===== config.mk =====
export PLATFORM = sky130hd
export DESIGN_NAME = pwm_quad
export DESIGN_NICKNAME = d
export VERILOG_FILES = /design/src/rtl/pwm_quad_pkg.sv /design/src/rtl/pwm_quad_ctrl.sv /design/src/rtl/pwm_quad_dp.sv /design/src/rtl/pwm_quad.sv
export SDC_FILE = /design/constraint.sdc
export NUM_CORES = 1
export LEC_CHECK = 0
export BUFFER_PORTS_ARGS = -buffer_cell sky130_fd_sc_hd__buf_4
export CAP_MARGIN = 20
export CORE_ASPECT_RATIO = 0.8
export CORE_MARGIN = 3
export CORE_UTILIZATION = 30
export CTS_BUF_LIST = sky130_fd_sc_hd__clkbuf_8
export DETAILED_ROUTE_END_ITERATION = 16
export GPL_TIMING_DRIVEN = 0
export RECOVER_POWER = 50
export SLEW_MARGIN = 20
export SYNTH_ARGS = -nofsm -noshare
export SYNTH_HDL_FRONTEND = slang
export SYNTH_HIERARCHICAL = 1
export SYNTH_SLANG_ARGS = --single-unit

===== constraint.sdc =====
create_clock -name clk -period 4.4 [get_ports clk]
set_input_delay 0.22 -clock clk [delete_from_list [all_inputs] [get_ports clk]]
set_output_delay 0.22 -clock clk [all_outputs]
set_load 0.005 [all_outputs]

===== src/rtl/pwm_quad_pkg.sv =====
`timescale 1ns/1ps
package pwm_quad_pkg;
  // Widest field over both layouts; narrower layouts zero-extend into it.
  localparam int CFG_W = 16;

  typedef struct packed {
    logic [CFG_W-1:0] pre;
    logic [CFG_W-1:0] hi;
    logic [CFG_W-1:0] div;
  } chCfg_t;

  // Per-channel strobes from control to datapath.
  typedef struct packed {
    logic load;   // copy shadow fields into the active set this cycle
    logic run;    // counters advance and the output may go high
  } chStrobe_t;
endpackage


===== src/rtl/pwm_quad_ctrl.sv =====
`timescale 1ns/1ps
module pwm_quad_ctrl
  import pwm_quad_pkg::*;
#(
  parameter int NUM_CH = 4,
  parameter int LAYOUT = 1,
  parameter int ADDR_W = 5
) (
  input  logic                     clk,
  input  logic                     rstN,
  input  logic                     wrEn,
  input  logic [ADDR_W-1:0]        addr,
  input  logic [31:0]              wrData,
  input  logic [NUM_CH-1:0]        chWrap,
  output logic [31:0]              rdData,
  output chCfg_t [NUM_CH-1:0]      shadowCfg,
  output chStrobe_t [NUM_CH-1:0]   strobe,
  output logic [NUM_CH-1:0]        chEn,
  output logic [NUM_CH-1:0]        chUpd
);
  localparam int CH_BITS    = (NUM_CH > 1) ? $clog2(NUM_CH) : 1;
  localparam int SEL_SHIFT  = (LAYOUT == 1) ? 3 : 2;
  localparam int SPAN_SHIFT = SEL_SHIFT + CH_BITS;

  logic [CH_BITS-1:0] chSel;
  logic               inRange;
  logic               selCfg;
  logic               selCtl;
  logic [CFG_W-1:0]   wrPre;
  logic [CFG_W-1:0]   wrHi;
  logic [CFG_W-1:0]   wrDiv;
  logic [NUM_CH-1:0]  running;
  chCfg_t             rdCfg;
  logic               rdEnBit;
  logic               rdUpdBit;

  assign chSel   = CH_BITS'(addr >> SEL_SHIFT);
  assign inRange = ((addr >> SPAN_SHIFT) == '0) && (int'(chSel) < NUM_CH);

  // Field placement depends on the layout
  generate
    if (LAYOUT == 1) begin : g_twoWord
      logic unusedAddr;
      assign unusedAddr = ^addr[1:0];
      assign selCfg = !addr[2];
      assign selCtl = addr[2];
      assign wrHi   = wrData[31:16];
      assign wrDiv  = wrData[15:0];
      assign wrPre  = wrData[15:0];
      assign rdData = !inRange ? 32'h0 :
                      addr[2]  ? {rdEnBit, rdUpdBit, 14'h0, rdCfg.pre} :
                                 {rdCfg.hi, rdCfg.div};
    end else begin : g_oneWord
      logic unusedBits;
      assign unusedBits = ^{addr[1:0], wrData[21], rdCfg.pre[15:8],
                            rdCfg.hi[15:11], rdCfg.div[15:10]};
      assign selCfg = 1'b1;
      assign selCtl = 1'b1;
      assign wrPre  = {8'h0, wrData[29:22]};
      assign wrHi   = {5'h0, wrData[20:10]};
      assign wrDiv  = {6'h0, wrData[9:0]};
      assign rdData = !inRange ? 32'h0 :
                      {rdEnBit, rdUpdBit, rdCfg.pre[7:0], 1'b0,
                       rdCfg.hi[10:0], rdCfg.div[9:0]};
    end
  endgenerate

  always_comb begin
    rdCfg    = shadowCfg[chSel];
    rdEnBit  = chEn[chSel];
    rdUpdBit = chUpd[chSel];
  end

  generate
    for (genvar i = 0; i < NUM_CH; i++) begin : g_ch
      logic hit;
      assign hit = wrEn && inRange && (int'(chSel) == i);

      always_ff @(posedge clk or negedge rstN) begin
        if (!rstN) begin
          shadowCfg[i] <= '0;
          chEn[i]      <= 1'b0;
          chUpd[i]     <= 1'b0;
          running[i]   <= 1'b0;
        end else begin
          if (hit && selCfg) begin
            shadowCfg[i].hi  <= wrHi;
            shadowCfg[i].div <= wrDiv;
          end
          if (hit && selCtl) begin
            shadowCfg[i].pre <= wrPre;
            chEn[i]          <= wrData[31];
          end
          if (hit && selCtl && wrData[30]) chUpd[i] <= 1'b1;
          else if (strobe[i].load)         chUpd[i] <= 1'b0;
          running[i] <= chEn[i];
        end
      end

      // Transfer at a period boundary, or at once while stopped
      assign strobe[i].load = chUpd[i] && (!running[i] || chWrap[i]);
      assign strobe[i].run  = running[i];
    end
  endgenerate
endmodule


===== src/rtl/pwm_quad_dp.sv =====
`timescale 1ns/1ps
module pwm_quad_dp
  import pwm_quad_pkg::*;
#(
  parameter int NUM_CH = 4
) (
  input  logic                    clk,
  input  logic                    rstN,
  input  chStrobe_t [NUM_CH-1:0]  strobe,
  input  chCfg_t [NUM_CH-1:0]     shadowCfg,
  output logic [NUM_CH-1:0]       pwmOut,
  output logic [NUM_CH-1:0]       chWrap,
  output chCfg_t [NUM_CH-1:0]     actCfg
);
  generate
    for (genvar i = 0; i < NUM_CH; i++) begin : g_ch
      logic [CFG_W-1:0] preCnt;
      logic [CFG_W-1:0] perCnt;
      logic             tick;

      assign tick      = (preCnt == actCfg[i].pre);
      assign chWrap[i] = strobe[i].run && tick && (perCnt == actCfg[i].div);

      always_ff @(posedge clk or negedge rstN) begin
        if (!rstN) begin
          actCfg[i] <= '0;
          preCnt    <= '0;
          perCnt    <= '0;
        end else begin
          if (strobe[i].load) actCfg[i] <= shadowCfg[i];
          if (!strobe[i].run) begin
            preCnt <= '0;
            perCnt <= '0;
          end else if (tick) begin
            preCnt <= '0;
            perCnt <= (perCnt == actCfg[i].div) ? '0 : perCnt + 1'b1;
          end else begin
            preCnt <= preCnt + 1'b1;
          end
        end
      end

      assign pwmOut[i] = strobe[i].run && (perCnt < actCfg[i].hi);
    end
  endgenerate
endmodule


===== src/rtl/pwm_quad.sv =====
`timescale 1ns/1ps
module pwm_quad
  import pwm_quad_pkg::*;
#(
  parameter int NUM_CH = 4,
  parameter int LAYOUT = 1,
  parameter int ADDR_W = 5
) (
  input  logic              clk,
  input  logic              rstN,
  input  logic              wrEn,
  input  logic [ADDR_W-1:0] addr,
  input  logic [31:0]       wrData,
  output logic [31:0]       rdData,
  output logic [NUM_CH-1:0] pwmOut
);
  chCfg_t [NUM_CH-1:0]    shadowCfg;
  chCfg_t [NUM_CH-1:0]    actCfg;
  chStrobe_t [NUM_CH-1:0] strobe;
  logic [NUM_CH-1:0]      chWrap;
  logic [NUM_CH-1:0]      chEn;
  logic [NUM_CH-1:0]      chUpd;

  pwm_quad_ctrl #(.NUM_CH(NUM_CH), .LAYOUT(LAYOUT), .ADDR_W(ADDR_W)) u_ctrl (
    .clk(clk), .rstN(rstN), .wrEn(wrEn), .addr(addr), .wrData(wrData),
    .chWrap(chWrap), .rdData(rdData), .shadowCfg(shadowCfg),
    .strobe(strobe), .chEn(chEn), .chUpd(chUpd)
  );

  pwm_quad_dp #(.NUM_CH(NUM_CH)) u_dp (
    .clk(clk), .rstN(rstN), .strobe(strobe), .shadowCfg(shadowCfg),
    .pwmOut(pwmOut), .chWrap(chWrap), .actCfg(actCfg)
  );
endmodule


# After elaboration in Yosys (flattened, before gate mapping)
# Index checks and enable logic that the tools add are counted.
classes:
  add_sub_neg: 8
  magnitude_cmp: 5
  eq_ne: 15
  n_mux: 35
  reduce_logical: 46
op_table:
  columns: ["operator", "n"]
  rows:
  - ["16-bit two-way mux", 20]
  - ["16-bit by 1-bit adder with 16-bit output (second input constant)", 8]
  - ["16-bit equality test", 8]
  - ["48-bit binary-select mux with 2-bit select", 1]
  - ["16-bit < comparator", 4]
  - ["48-bit two-way mux", 1]
  - ["1-bit logical AND", 32]
  - ["32-bit two-way mux", 1]
  - ["1-bit two-way mux", 10]
  - ["2-bit by 1-bit != test with 1-bit output (second input constant)", 4]
  - ["2-bit nonzero test", 4]
  - ["1-bit zero test", 5]
  - ["1-bit binary-select mux with 2-bit select", 2]
  - ["2-bit equality test (second input constant)", 2]
  - ["1-bit logical OR", 4]
  - ["2-bit by 3-bit < comparator with 1-bit output (second input constant)", 1]
  - ["2-bit by 1-bit equality test with 1-bit output (second input constant)", 1]
  - ["2-bit zero test", 1]
totals:
  regBits: 524
  input_bits: 40

# Logic depth before layout (Yosys ltp)
# Gate-level depths: netlist of the first run.
depth:
  ltp_word: 7
  ltp_mapped: 13
  depth_no_buf: 8

# Hierarchy
# The synthesis of the first run kept the hierarchy.
modules_own_cells:
  columns: ["mod", "instances", "cells_per_inst", "area_per_inst_um2", "seq_area_each_um2"]
  rows:
  - ["pwm_quad_dp", 1, 1583, 16768.6, 8007.7]
  - ["pwm_quad_ctrl", 1, 616, 9228.9, 5104.9]

# Least setup slack after synthesis of the first run
# OpenSTA, ideal clock, no wires.
synth_path:
  path_type: "reg2reg"
  from: "register u_dp.g_ch[3].preCnt[7]"
  to: "register u_dp/actCfg[145] (netlist name)"
  setup_time_ns: 0.125
  arrival_ns: 2.805
  path_slack_ns: 1.470
  stages_incl_launch_ff: 13
  n_path_buf: 5
  synth_period_minus_slack_ns: 2.930
  path_cell_list: "dfrtp_1 buf_6 xor2_1 nor4_1 nand4_1 clkbuf_1 clkbuf_1 nor3_1 inv_1 a21boi_0 clkbuf_1 clkbuf_1 mux2_2"
synth_lines:
  columns: ["item", "line_no", "source"]
  rows:
  - ["start, declared", "pwm_quad_dp.sv:17", "logic [CFG_W-1:0] preCnt;"]
  - ["start signal, assigned", "pwm_quad_dp.sv:38", "preCnt <= preCnt + 1'b1;"]

==> summary.md, run 1 <==
| Metric | Value |
|---|---|
| Number of failing hold endpoints at the final stage | `0` |
| Relative slew slack | `-72.7%` |
| Worst-path maximum fanout | `10` |
| Drt pass-1 iters | `5` |
| Post-Synthesis Cell Area | `26000 sq um` |
| Clock skew | `0.0280 ns` |
| List of cells traversed by the critical path | `xor2_1 > nor4_1 > nand4_1 > clkbuf_1 > clkbuf_1 > nor3_1 > inv_1 > a21boi_0 > clkbuf_2 > clkbuf_1 > mux2_2` |
| Critical path's top delay family | `buffers and inverters` |
| Final setup violation count | `0` |
| Critical path startpoint category | `register` |
| Max stage delay on crit path | `0.49 ns` |
| Mapped Avg Cell Area | `11.8 sq um` |
| Number of fill cells | `8360` |
| Vias in the first global route | `17967` |
| Run status | `finished, violations left` |
| Global-route total usage across every layer | `16.7%` |
| Placement row count | `95` |
| Total overflow reported by the global router | `0` |
| Area enclosed by the die boundary | `90200 sq um` |
| Antenna-violating nets left | `0` |
| # placed instances | `3393` |
| Top FF cell, synth | `dfrtp_1` |
| Maximum number of buffers from clock root to sink | `3` |
| Part of the Yosys area used for sequential elements | `50.4%` |
| Count of port buffers added during placement | `73` |
| Clock tree root driver cell | `clkbuf_8` |
| Total power per unit cell area | `493 nW/um^2` |
| Num CTS Buffers | `82` |
| Violations in the final reports | `capacitance limit, slew limit` |
| Height of the chip | `269 um` |
| Routed wirelength normalized by instance count | `21.3 um` |
| Actual slew at the worst max-slew pin | `2.59 ns` |
| Chip width | `335 um` |
| Vias post-DR | `18742` |
| Maximum vdd ir drop | `265 uV` |
| TritonCTS clock tree | `built` |
| Drt drc | `0` |
| Max capacitance violation total | `1` |
| Setup repair after global routing missed its margin | `false` |
| Synth unique cells | `61` |
| Design Power | `14.8 mW` |
| Share of cells above drive strength 1 | `27.0%` |
| Cell with the biggest individual delay on the critical path | `clkbuf_1` |
| Fmax | `241 MHz` |
| Arrival time worst endpoint | `4.69 ns` |
| CTS H-tree depth | `3` |
| First-iteration detailed-routing DRC count | `1755` |
| Number of instances in the synthesized netlist | `2199` |
| Warnings, synthesis | `6` |
| Type of element capturing the critical path | `register` |
| Antenna violations before repair | `5` |
| Area overhead of the layout relative to synthesis | `15.7%` |
| Leak | `13.4 nW` |
| Worst path most repeated cell | `clkbuf_1` |
| Number of enable flip-flop cells after synthesis | `0` |
| Number of standard cells in the final layout excluding fillers | `3580` |
| Final Critical Period | `4.15 ns` |
| Worst slack at placement | `-0.297 ns` |
| Number of slew-limit violations in the final report | `42` |
| DP HPWL | `56800 um` |
| Number of nets produced by synthesis | `2307` |
| Layout net count | `2504` |
| Synth async-reset ratio | `100%` |
| Category of the critical setup timing path | `register to register` |
| Total Negative Setup Slacks | `0 ns` |
| Area inside the core boundary | `85000 sq um` |
| Final weighted congestion of routability-driven global placement | `1.02` |
| Core utilization of the finished layout | `35.4%` |
| Worst setup margin | `0.246 ns` |
| WL final | `76400 um` |
| Post-route cell area | `30100 sq um` |
| Flip-flop and latch count after synthesis | `524` |
| IO Count | `76` |
| Fin crit share | `94.4%` |
| Clock-pin slew on the worst setup and hold paths | `0.07 ns` |
| Data required time of the critical path | `4.94 ns` |
| Num Clock Sinks | `524` |
| Clock latency of the later-clocked register in the worst-skew pair | `0.66 ns` |
| Buffers & Inverters on Critical Path | `5` |
| Wire length of the first global-routing pass | `116000 um` |
| Starting Density | `30.6%` |
| Post-Route Hold Slack | `0.123 ns` |
| Via density per instance | `5.24` |
| Cell area reported after detailed placement | `28100 sq um` |
| Pin count of the biggest net entering global routing | `100` |
| Path category of the worst min-delay check | `primary input to register` |
metal layers:
metal  vias up  global-route usage (%)  share of wire (%)
met5         -                       0                  0
met4         0                    3.12                1.4
met3       101                    5.00                9.5
met2       746                    21.2                 38
met1      9549                    27.2                 51
li1       8346                       -                  -
cells in the mapped netlist, types with 36 or more instances:
| cell | count | area [sq um] |
|---|---|---|
| xor2_1 | 159 | 1390 |
| ha_1 | 68 | 851 |
| nor4_1 | 38 | 238 |
| nor2_1 | 95 | 357 |
| buf_2 | 36 | 180 |
| o21ai_0 | 82 | 410 |
| clkbuf_1 | 66 | 248 |
| a32oi_1 | 56 | 490 |
| mux2_2 | 348 | 3920 |
| dfrtp_1 | 524 | 13100 |
| inv_1 | 85 | 319 |
| nand3_1 | 65 | 325 |
| nand2_1 | 165 | 619 |
state kept, by name, summed over array words and instances (netlist names):
| name | cells |
|---|---|
| u_ctrl/chUpd | 4 |
| u_dp/g_ch.perCnt | 64 |
| u_ctrl/chEn | 4 |
| u_ctrl/strobe | 4 |
| u_dp/actCfg | 192 |
| u_ctrl/shadowCfg | 192 |
| u_dp/g_ch.preCnt | 64 |
timing repair:
item	CTS	global route
gates cloned	0	0
gates resized for setup	6	8
setup buffers	0	0
endpoints found under the hold margin	381	0
endpoints found under the setup margin	80	90
hold buffers	34	0
placed cells by master, fill, tap and decap left out, types with 12 or more instances in the layout:
| cell | instances |
|---|---|
| a211oi_1 | 17 |
| inv_1 | 102 |
| a31oi_1 | 12 |
| clkbuf_8 | 111 |
| xnor2_1 | 24 |
| nand4_1 | 34 |
| a32oi_1 | 56 |
| nor2_1 | 98 |
| mux2_2 | 348 |
| nor3_1 | 23 |
| buf_4 | 73 |
| dlygate4sd3_1 | 34 |
| clkbuf_1 | 77 |
| o31ai_1 | 16 |
| and3_1 | 30 |
| ha_1 | 68 |
| xor2_1 | 159 |
| and2_1 | 15 |
| nor4_1 | 38 |
| mux2_1 | 13 |
| mux4_2 | 25 |
| nand3_1 | 66 |
| buf_2 | 28 |
| o21ai_0 | 82 |
| a21o_1 | 17 |
| o22ai_1 | 22 |
| a21oi_1 | 31 |
| dfrtp_1 | 524 |
| o31ai_2 | 29 |
| nand2_1 | 166 |
path summary, 6_finish.rpt:
kind / from / end / slack [ns] / depth (start not counted)
worst max-delay path: u_dp/g_ch[1].preCnt[8] / u_dp/actCfg[87] / 0.25 / 11
worst min-delay path: wrEn / u_ctrl/shadowCfg[174] / 0.12 / 4
worst max register to register: u_dp/g_ch[1].preCnt[8] / u_dp/actCfg[87] / 0.25 / 11
worst min register to register: u_ctrl/chEn[2] / u_ctrl/strobe[4] / 0.42 / 0
max in group asynchronous: rstN / u_dp/actCfg[185] / 0.76 / 5
min in group asynchronous: rstN / u_dp/actCfg[120] / 0.93 / 2
report_power, final:
part | leakage [nW] | internal (mW) | switching, mW | total, mW
Combinational | 5.79 | 1.67 | 1.66 | 3.33
Clock | 0.966 | 2.37 | 2.05 | 4.42
Sequential | 6.68 | 6.07 | 1.02 | 7.09
worst register-to-register path: cells and delay by family, from the launching register on:
family	cells	cell delay, ns
AO/OA/AOI/OAI	1	0.18
buffers and inverters	5	1.65
XOR/XNOR	1	0.19
flip-flops	1	0.45
AND/OR/NAND/NOR	3	1.17
multiplexers	1	0.40
kinds of logic (layout without fill, tap and decap cells):
family	count (synthesis)	in the layout	share of synthesized area [%]
buf+inv	209	469	3.56
simple gates	514	514	9.69
fa+ha+maj	68	68	3.27
other cells	0	6	0
flops	524	524	50.4
compound gates	312	312	8.82
mux	389	389	18.1
xor+xnor	183	183	6.17
final cells by class:
class	count	area, sq um	share of cell area (%)
Timing Repair Buffer	113	1020	3.40
Inverter	85	319	1.06
Clock inverter	36	229	0.761
Sequential cell	524	13100	43.6
Clock buffer	111	1530	5.08
Antenna cell	6	15.0	0.0499
Multi-Input combinational cell	1466	11900	39.5
Buffer	124	571	1.90
Tap cell	1115	1400	4.64
No activity file was read; power rests on OpenSTA's default activity.
==> inputs of run 2 (changes only) <==
--- a/config.mk
+++ b/config.mk
@@ -5,13 +5,13 @@
 export SDC_FILE = /design/constraint.sdc
 export NUM_CORES = 1
 export LEC_CHECK = 0
-export BUFFER_PORTS_ARGS = -buffer_cell sky130_fd_sc_hd__buf_4
 export CAP_MARGIN = 20
 export CORE_ASPECT_RATIO = 0.8
 export CORE_MARGIN = 3
 export CORE_UTILIZATION = 30
 export CTS_BUF_LIST = sky130_fd_sc_hd__clkbuf_8
 export DETAILED_ROUTE_END_ITERATION = 16
+export DONT_BUFFER_PORTS = 1
 export GPL_TIMING_DRIVEN = 0
 export RECOVER_POWER = 50
 export SLEW_MARGIN = 20
==> run 2 against run 1 <==
Effect of this change: the run ends with hold timing left; cell count decreased by 1.8%; clock skew up 0.012 ns; sequential share of layout area increased by 0.78 points; power shrank 0.87%; register-to-register slack improved by 0.02 ns; die area unchanged; clock-buffer cell count shrank 7; clock power is 2% higher; via count down 2.1%; sequential cell count unchanged; final area shrank 1.8%.
==> summary.md, run 2 (synthesis gave the netlist of run 1 again) <==
| Metric | Value |
|---|---|
| Count of port buffers added during placement | `0 (was 73)` |
| Final weighted congestion of routability-driven global placement | `0.963 (was 1.02)` |
| Starting Density | `30.6% (unchanged)` |
| Cell area reported after detailed placement | `27400 sq um (was 28100 sq um)` |
| Post-route cell area | `29600 sq um (was 30100 sq um)` |
| Fin crit share | `93.9% (was 94.4%)` |
| Number of hold buffers added after cts | `34 (unchanged)` |
| Pin count of the biggest net entering global routing | `525 (was 100)` |
| Setup repair after global routing missed its margin | `false (unchanged)` |
| Drt drc | `0 (unchanged)` |
| Antenna violations before repair | `20 (was 5)` |
| Critical path startpoint category | `register (unchanged)` |
| Run status | `finished, violations left (unchanged)` |
| Maximum vdd ir drop | `384 uV (was 265 uV)` |
| IO Count | `76 (unchanged)` |
| Vias post-DR | `18356 (was 18742)` |
| Worst R2R End | `u_dp/actCfg[36] (was u_dp/actCfg[87])` |
| Area inside the core boundary | `85000 sq um (unchanged)` |
| Actual slew at the worst max-slew pin | `1.23 ns (was 2.59 ns)` |
| Share of cells above drive strength 1 | `25.7% (was 27.0%)` |
| Layout net count | `2424 (was 2504)` |
| Number of standard cells in the final layout excluding fillers | `3514 (was 3580)` |
| Registers with the most flip-flops | `u_ctrl/shadowCfg: 192 flops, u_dp/actCfg: 192 flops (unchanged)` |
| Maximum number of buffers from clock root to sink | `3 (unchanged)` |
| CTS H-tree depth | `3 (unchanged)` |
| Arrival time worst endpoint | `4.66 ns (was 4.69 ns)` |
| Violations in the final reports | `hold timing (was capacitance limit, slew limit)` |
| Clock tree root driver cell | `clkbuf_8 (unchanged)` |
| Placement row count | `95 (unchanged)` |
| First-iteration detailed-routing DRC count | `1779 (was 1755)` |
| Max capacitance violation total | `0 (was 1)` |
| Clock-pin slew on the worst setup and hold paths | `0.07 ns (about the same)` |
| DP HPWL | `55900 um (was 56800 um)` |
| Number of slew-limit violations in the final report | `0 (was 42)` |
| Height of the chip | `269 um (unchanged)` |
| Post-Route Hold Slack | `-0.687 ns (was 0.123 ns)` |
| Clock skew | `0.0400 ns (was 0.0280 ns)` |
| Category of the critical setup timing path | `register to register (unchanged)` |
| # placed instances | `3314 (was 3393)` |
| Global-route total usage across every layer | `16.9% (was 16.7%)` |
| Worst-path maximum fanout | `10 (unchanged)` |
| Vias in the first global route | `17696 (was 17967)` |
| Final setup violation count | `0 (unchanged)` |
| Most frequent standard cell in the layout excluding fill and tap cells | `dfrtp_1 (unchanged)` |
| Path category of the worst min-delay check | `primary input to async pin (was primary input to register)` |
| Most frequent cells in the layout | `dfrtp_1, mux2_2, nand2_1 (unchanged)` |
| Final Critical Period | `4.13 ns (was 4.15 ns)` |
| TritonCTS clock tree | `built (unchanged)` |
| Relative slew slack | `17.7% (was -72.7%)` |
| Drt pass-1 iters | `5 (unchanged)` |
| Fmax | `242 MHz (was 241 MHz)` |
| Area enclosed by the die boundary | `90200 sq um (unchanged)` |
| Type of element capturing the critical path | `register (unchanged)` |
| Total power per unit cell area | `498 nW/um^2 (was 493 nW/um^2)` |
| Area overhead of the layout relative to synthesis | `13.7% (was 15.7%)` |
| Number of fill cells | `8477 (was 8360)` |
| Clock latency of the later-clocked register in the worst-skew pair | `0.66 ns (about the same)` |
| Num Clock Sinks | `524 (unchanged)` |
| Num CTS Buffers | `81 (was 82)` |
| Total overflow reported by the global router | `0 (unchanged)` |
| Design Power | `14.7 mW (was 14.8 mW)` |
| WL final | `77300 um (was 76400 um)` |
| Number of cells on the worst reg-to-reg path | `11 (unchanged)` |
| Chip width | `335 um (unchanged)` |
| Antenna-violating nets left | `0 (unchanged)` |
| Number of failing hold endpoints at the final stage | `524 (was 0)` |
| Routed wirelength normalized by instance count | `22.0 um (was 21.3 um)` |
| Setup slack on the worst flop-to-flop path | `0.27 ns (was 0.25 ns)` |
| Wire length of the first global-routing pass | `117000 um (was 116000 um)` |
| Leak | `13.2 nW (was 13.4 nW)` |
| Total Negative Setup Slacks | `0 ns (unchanged)` |
| Worst R2R Start | `u_dp/g_ch[0].preCnt[7] (was u_dp/g_ch[1].preCnt[8])` |
| Data required time of the critical path | `4.93 ns (was 4.94 ns)` |
| Via density per instance | `5.22 (was 5.24)` |
run 2: cell count changes in the layout (fill, tap and decap cells not counted), moves of 7 or more:
cell      delta
inv_1        +8
mux2_4       +8
diode_2     +14
clkbuf_1    -22
buf_4       -62
mux2_1       -8
clkbuf_8     -7
buf_2        +8
run 2: how the worst max path moves through the flow:
stage	startpoint	endpoint	slack (ns)	cells past startpoint
2_1_floorplan	u_dp/g_ch[3].preCnt[7]	u_dp/actCfg[145]	1.47	12
3_3_place_gp	u_dp/g_ch[3].preCnt[8]	u_dp/actCfg[160]	-0.32	11
3_5_place_dp	u_dp/g_ch[0].preCnt[9]	u_dp/actCfg[14]	-0.36	11
4_1_cts	u_dp/g_ch[0].preCnt[9]	u_dp/actCfg[40]	0.03	11
5_1_grt	u_dp/g_ch[1].preCnt[12]	u_dp/actCfg[61]	0.003	11
6_report	u_dp/g_ch[0].preCnt[7]	u_dp/actCfg[36]	0.27	11
run 2: metrics by stage:
| step | setup WS (ns) | utilization [%] |
|---|---|---|
| global route | 0.00345 | 34.7 |
| floorplan | 1.47 | - |
| finish | 0.270 | 34.8 |
| global placement | -0.315 | 32.2 |
| CTS | 0.0301 | 34.7 |
| detailed placement | -0.362 | 32.2 |
run 2: cell type report:
cell class,instances,area (sq um),share of cell area (%)
plain buffers,124,622,2.10
repair buffers,34,340,1.15
multi-input cells,1466,11900,40.4
clock buffers,104,1430,4.84
well taps,1115,1400,4.72
flip-flops and latches,524,13100,44.4
inverters,85,319,1.08
diodes,20,50.0,0.169
clock inverters,42,338,1.14
run 2: timing repair:
item | 4_1_cts | 5_1_grt
endpoints found under the hold margin | 724 | 524
setup endpoints to repair | 80 | 110
setup buffers | 0 | 0
resized for setup | 6 | 13
run 2: power breakdown:
group	internal [mW]	leakage, nW	switching [mW]
clock network	2.48	1.00	2.03
logic	1.57	5.48	1.55
registers	6.07	6.68	1.02
total	10.1	13.2	4.59
run 2: routing by layer:
| metal | track usage, % | wire (um) | vias to the layer above | part of all wire, % |
|---|---|---|---|---|
| li1 | - | - | 8199 | - |
| met1 | 27.5 | 39300 | 9415 | 51 |
| met2 | 20.6 | 28700 | 645 | 37 |
| met3 | 6.07 | 8250 | 89 | 11 |
| met4 | 2.95 | 963 | 8 | 1.2 |
| met5 | 0 | 86 | - | 0.11 |
run 2: critical path, stage by stage (launching register included):
cell	delay, ns
dfrtp_1	0.45
xor2_1	0.18
nor4_1	0.37
nand4_1	0.39
clkbuf_1	0.40
clkbuf_1	0.36
nor3_2	0.43
inv_1	0.11
a21boi_0	0.20
clkbuf_2	0.34
clkbuf_2	0.41
mux2_2	0.38
==> inputs of run 3 (changes only) <==
--- a/config.mk
+++ b/config.mk
@@ -17,5 +17,4 @@
 export SLEW_MARGIN = 20
 export SYNTH_ARGS = -nofsm -noshare
 export SYNTH_HDL_FRONTEND = slang
-export SYNTH_HIERARCHICAL = 1
 export SYNTH_SLANG_ARGS = --single-unit
==> run 3 against run 2 <==
Effect of this change: the run ends with hold timing, slew limit left; clock-buffer cell count is 5 higher; area after synthesis decreased by 2.0%; sequential share of layout area up 0.71 points; cell count down 5.8%; largest cell class unchanged.
==> summary.md, run 3 <==
| Metric | Value |
|---|---|
| Mapped Avg Cell Area | `12.7 sq um (was 11.8 sq um)` |
| DP HPWL | `53100 um (was 55900 um)` |
| Clock skew | `0.0367 ns (was 0.0400 ns)` |
| Largest cells by area after synthesis | `dfrtp_1, mux2_2, mux4_2 (was dfrtp_1, mux2_2, xor2_1)` |
| Count of port buffers added during placement | `0 (unchanged)` |
| TritonCTS clock tree | `built (unchanged)` |
| Critical path's top delay family | `simple AND/OR/NAND/NOR gates (was buffers and inverters)` |
| Design Power | `14.9 mW (was 14.7 mW)` |
| Share of cells above drive strength 1 | `28.0% (was 25.7%)` |
| WL final | `73100 um (was 77300 um)` |
| Antenna violations before repair | `12 (was 20)` |
| Num CTS Buffers | `84 (was 81)` |
| Max stage delay on crit path | `0.74 ns (was 0.45 ns)` |
| Synth top cells by count | `dfrtp_1, mux2_2, xor2_1 (was dfrtp_1, mux2_2, nand2_1)` |
| Max capacitance violation total | `0 (unchanged)` |
| Clock-pin slew on the worst setup and hold paths | `0.07 ns (about the same)` |
| Final weighted congestion of routability-driven global placement | `0.878 (was 0.963)` |
| Worst slack at placement | `1.23 ns (was -0.362 ns)` |
| Total routed wire length on the met1 layer | `35400 um (was 39300 um)` |
| Resize count post-CTS | `0 (was 6)` |
| Pin count of the biggest net entering global routing | `525 (unchanged)` |
| Flip-flop and latch count after synthesis | `524 (unchanged)` |
| Drt pass-1 iters | `5 (unchanged)` |
| Vias post-DR | `16856 (was 18356)` |
| Detailed-routed wire length on met3 | `4890 um (was 8250 um)` |
| Area fraction of the dominant cell type after synthesis | `51.4% (was 50.4%)` |
| Critical path startpoint category | `register (unchanged)` |
| Part of the Yosys area used for sequential elements | `51.4% (was 50.4%)` |
| List of cells traversed by the critical path | `xor2_1 > nor4_1 > nand4_2 > o41ai_4 > nand2_2 > buf_4 > buf_6 > mux2_4 (was xor2_1 > nor4_1 > nand4_1 > clkbuf_1 > clkbuf_1 > nor3_2 > inv_1 > a21boi_0 > clkbuf_2 > clkbuf_2 > mux2_2)` |
| Fmax | `315 MHz (was 242 MHz)` |
| Number of failing hold endpoints at the final stage | `524 (unchanged)` |
| Count leader, synth | `dfrtp_1 (unchanged)` |
| Leak | `12.8 nW (was 13.2 nW)` |
| Violations in the final reports | `hold timing, slew limit (was hold timing)` |
| Relative slew slack | `-32.2% (was 17.7%)` |
| Height of the chip | `267 um (was 269 um)` |
| Wire length of the first global-routing pass | `110000 um (was 117000 um)` |
| Layout net count | `2241 (was 2424)` |
| Global-route total usage across every layer | `16.4% (was 16.9%)` |
| Type of element capturing the critical path | `register (unchanged)` |
| Synth unique cells | `59 (was 61)` |
| Core utilization of the finished layout | `35.0% (was 34.8%)` |
| Clock tree root driver cell | `clkbuf_8 (unchanged)` |
| Category of the critical setup timing path | `register to register (unchanged)` |
| Cell with the biggest individual delay on the critical path | `o41ai_4 (was dfrtp_1)` |
| Met2 wire length | `31500 um (was 28700 um)` |
| Maximum number of buffers from clock root to sink | `3 (unchanged)` |
| CTS H-tree depth | `3 (unchanged)` |
| Setup repair after global routing missed its margin | `false (unchanged)` |
| Total overflow reported by the global router | `0 (unchanged)` |
| Drt drc | `0 (unchanged)` |
| Area inside the core boundary | `83200 sq um (was 85000 sq um)` |
| Post-Route Hold Slack | `-0.711 ns (was -0.687 ns)` |
| Highest metal layer used by the detailed router | `met5 (unchanged)` |
| Buffers & Inverters on Critical Path | `2 (was 5)` |
| IO Count | `76 (unchanged)` |
| Placement row count | `94 (was 95)` |
| Most frequent standard cell in the layout excluding fill and tap cells | `dfrtp_1 (unchanged)` |
| Top FF cell, synth | `dfrtp_1 (unchanged)` |
| Post-Synthesis Cell Area | `25500 sq um (was 26000 sq um)` |
| # placed instances | `3115 (was 3314)` |
| Antenna-violating nets left | `0 (unchanged)` |
| Fin crit share | `72.2% (was 93.9%)` |
| Post-route cell area | `29100 sq um (was 29600 sq um)` |
| Num Clock Sinks | `524 (unchanged)` |
| Total Negative Setup Slacks | `0 ns (unchanged)` |
| Routed wirelength normalized by instance count | `22.1 um (was 22.0 um)` |
| Number of slew-limit violations in the final report | `197 (was 0)` |
| Most frequent cells in the layout | `dfrtp_1, mux2_2, clkbuf_8 (was dfrtp_1, mux2_2, nand2_1)` |
| Area enclosed by the die boundary | `88500 sq um (was 90200 sq um)` |
| Worst-path maximum fanout | `10 (unchanged)` |
| Number of enable flip-flop cells after synthesis | `0 (unchanged)` |
| Total power per unit cell area | `513 nW/um^2 (was 498 nW/um^2)` |
| Arrival time worst endpoint | `3.73 ns (was 4.66 ns)` |
| Clock latency of the later-clocked register in the worst-skew pair | `0.69 ns (was 0.66 ns)` |
| Number of nets produced by synthesis | `2118 (was 2307)` |
| Largest area contributor in the netlist | `dfrtp_1 (unchanged)` |
| Starting Density | `30.7% (was 30.6%)` |
| Data required time of the critical path | `4.96 ns (was 4.93 ns)` |
| Area overhead of the layout relative to synthesis | `14.1% (was 13.7%)` |
| Registers with the most flip-flops | `u_ctrl.shadowCfg: 192 flops, u_dp.actCfg: 192 flops (was u_ctrl/shadowCfg: 192 flops, u_dp/actCfg: 192 flops)` |
| Number of instances in the synthesized netlist | `2010 (was 2199)` |
| Number of standard cells in the final layout excluding fillers | `3311 (was 3514)` |
| Cell area reported after detailed placement | `26900 sq um (was 27400 sq um)` |
| Maximum vdd ir drop | `265 uV (was 384 uV)` |
| First-iteration detailed-routing DRC count | `1273 (was 1779)` |
| Warnings, synthesis | `0 (was 6)` |
| Synth async-reset ratio | `100% (unchanged)` |
| Final Critical Period | `3.18 ns (was 4.13 ns)` |
| Worst setup margin | `1.22 ns (was 0.270 ns)` |
| Path category of the worst min-delay check | `primary input to async pin (unchanged)` |
| Number of hold buffers added after cts | `36 (was 34)` |
| Chip width | `332 um (was 335 um)` |
| Run status | `finished, violations left (unchanged)` |
| Vias in the first global route | `16830 (was 17696)` |
| Final setup violation count | `0 (unchanged)` |
| Post-CTS setup buffer count | `0 (unchanged)` |
| Via density per instance | `5.09 (was 5.22)` |
| Actual slew at the worst max-slew pin | `1.98 ns (was 1.23 ns)` |
run 3: logic make-up after synthesis:
| logic type | share of synthesized area (%) |
|---|---|
| buffers and inverters | 2.49 |
| and+or+nand+nor | 8.93 |
| xor gates and xnor gates | 6.25 |
| DFF | 51.4 |
| adders and majority gates | 3.34 |
| AOI/OAI and AO/OA | 4.45 |
| muxes | 23.1 |
run 3: metal layers:
layer  GRT usage (%)  vias up
met4            3.29        8
li1                -     7505
met3            4.20      106
met1            24.0     8788
met5               0        -
met2            24.5      449
run 3: final timing paths:
| check | startpoint | endpoint | slack [ns] | cells after the start |
|---|---|---|---|---|
| setup / recovery | u_dp.g_ch[3].preCnt[0] | u_dp.actCfg[156] | 1.22 | 8 |
| hold / removal | rstN | u_dp.g_ch[0].preCnt[12] | -0.71 | 0 |
| setup reg to reg | u_dp.g_ch[3].preCnt[0] | u_dp.actCfg[156] | 1.22 | 8 |
| hold reg to reg | u_ctrl.chEn[1] | u_ctrl.strobe[2] | 0.47 | 0 |
| max in group asynchronous | rstN | u_dp.actCfg[118] | 3.57 | 0 |
| min in group clk | wrEn | u_ctrl.shadowCfg[160] | 0.08 | 2 |
run 3: area by class of cell:
cell class                      count  area [sq um]
Multi-Input combinational cell   1325         11700
Sequential cell                   524         13100
Antenna cell                        6          15.0
Timing Repair Buffer               37           365
Tap cell                         1104          1380
Fill cell                        8002         54100
Buffer                             85           350
Clock buffer                      109          1500
Inverter                           76           285
Clock inverter                     45           334
run 3: report_power, final:
part / total, mW / internal [mW] / switching, mW / leakage (nW)
Clock: 4.54 / 2.52 / 2.02 / 1.04
Sequential: 7.28 / 6.06 / 1.22 / 6.67
Combinational: 3.10 / 1.81 / 1.28 / 5.05
Total: 14.9 / 10.4 / 4.53 / 12.8
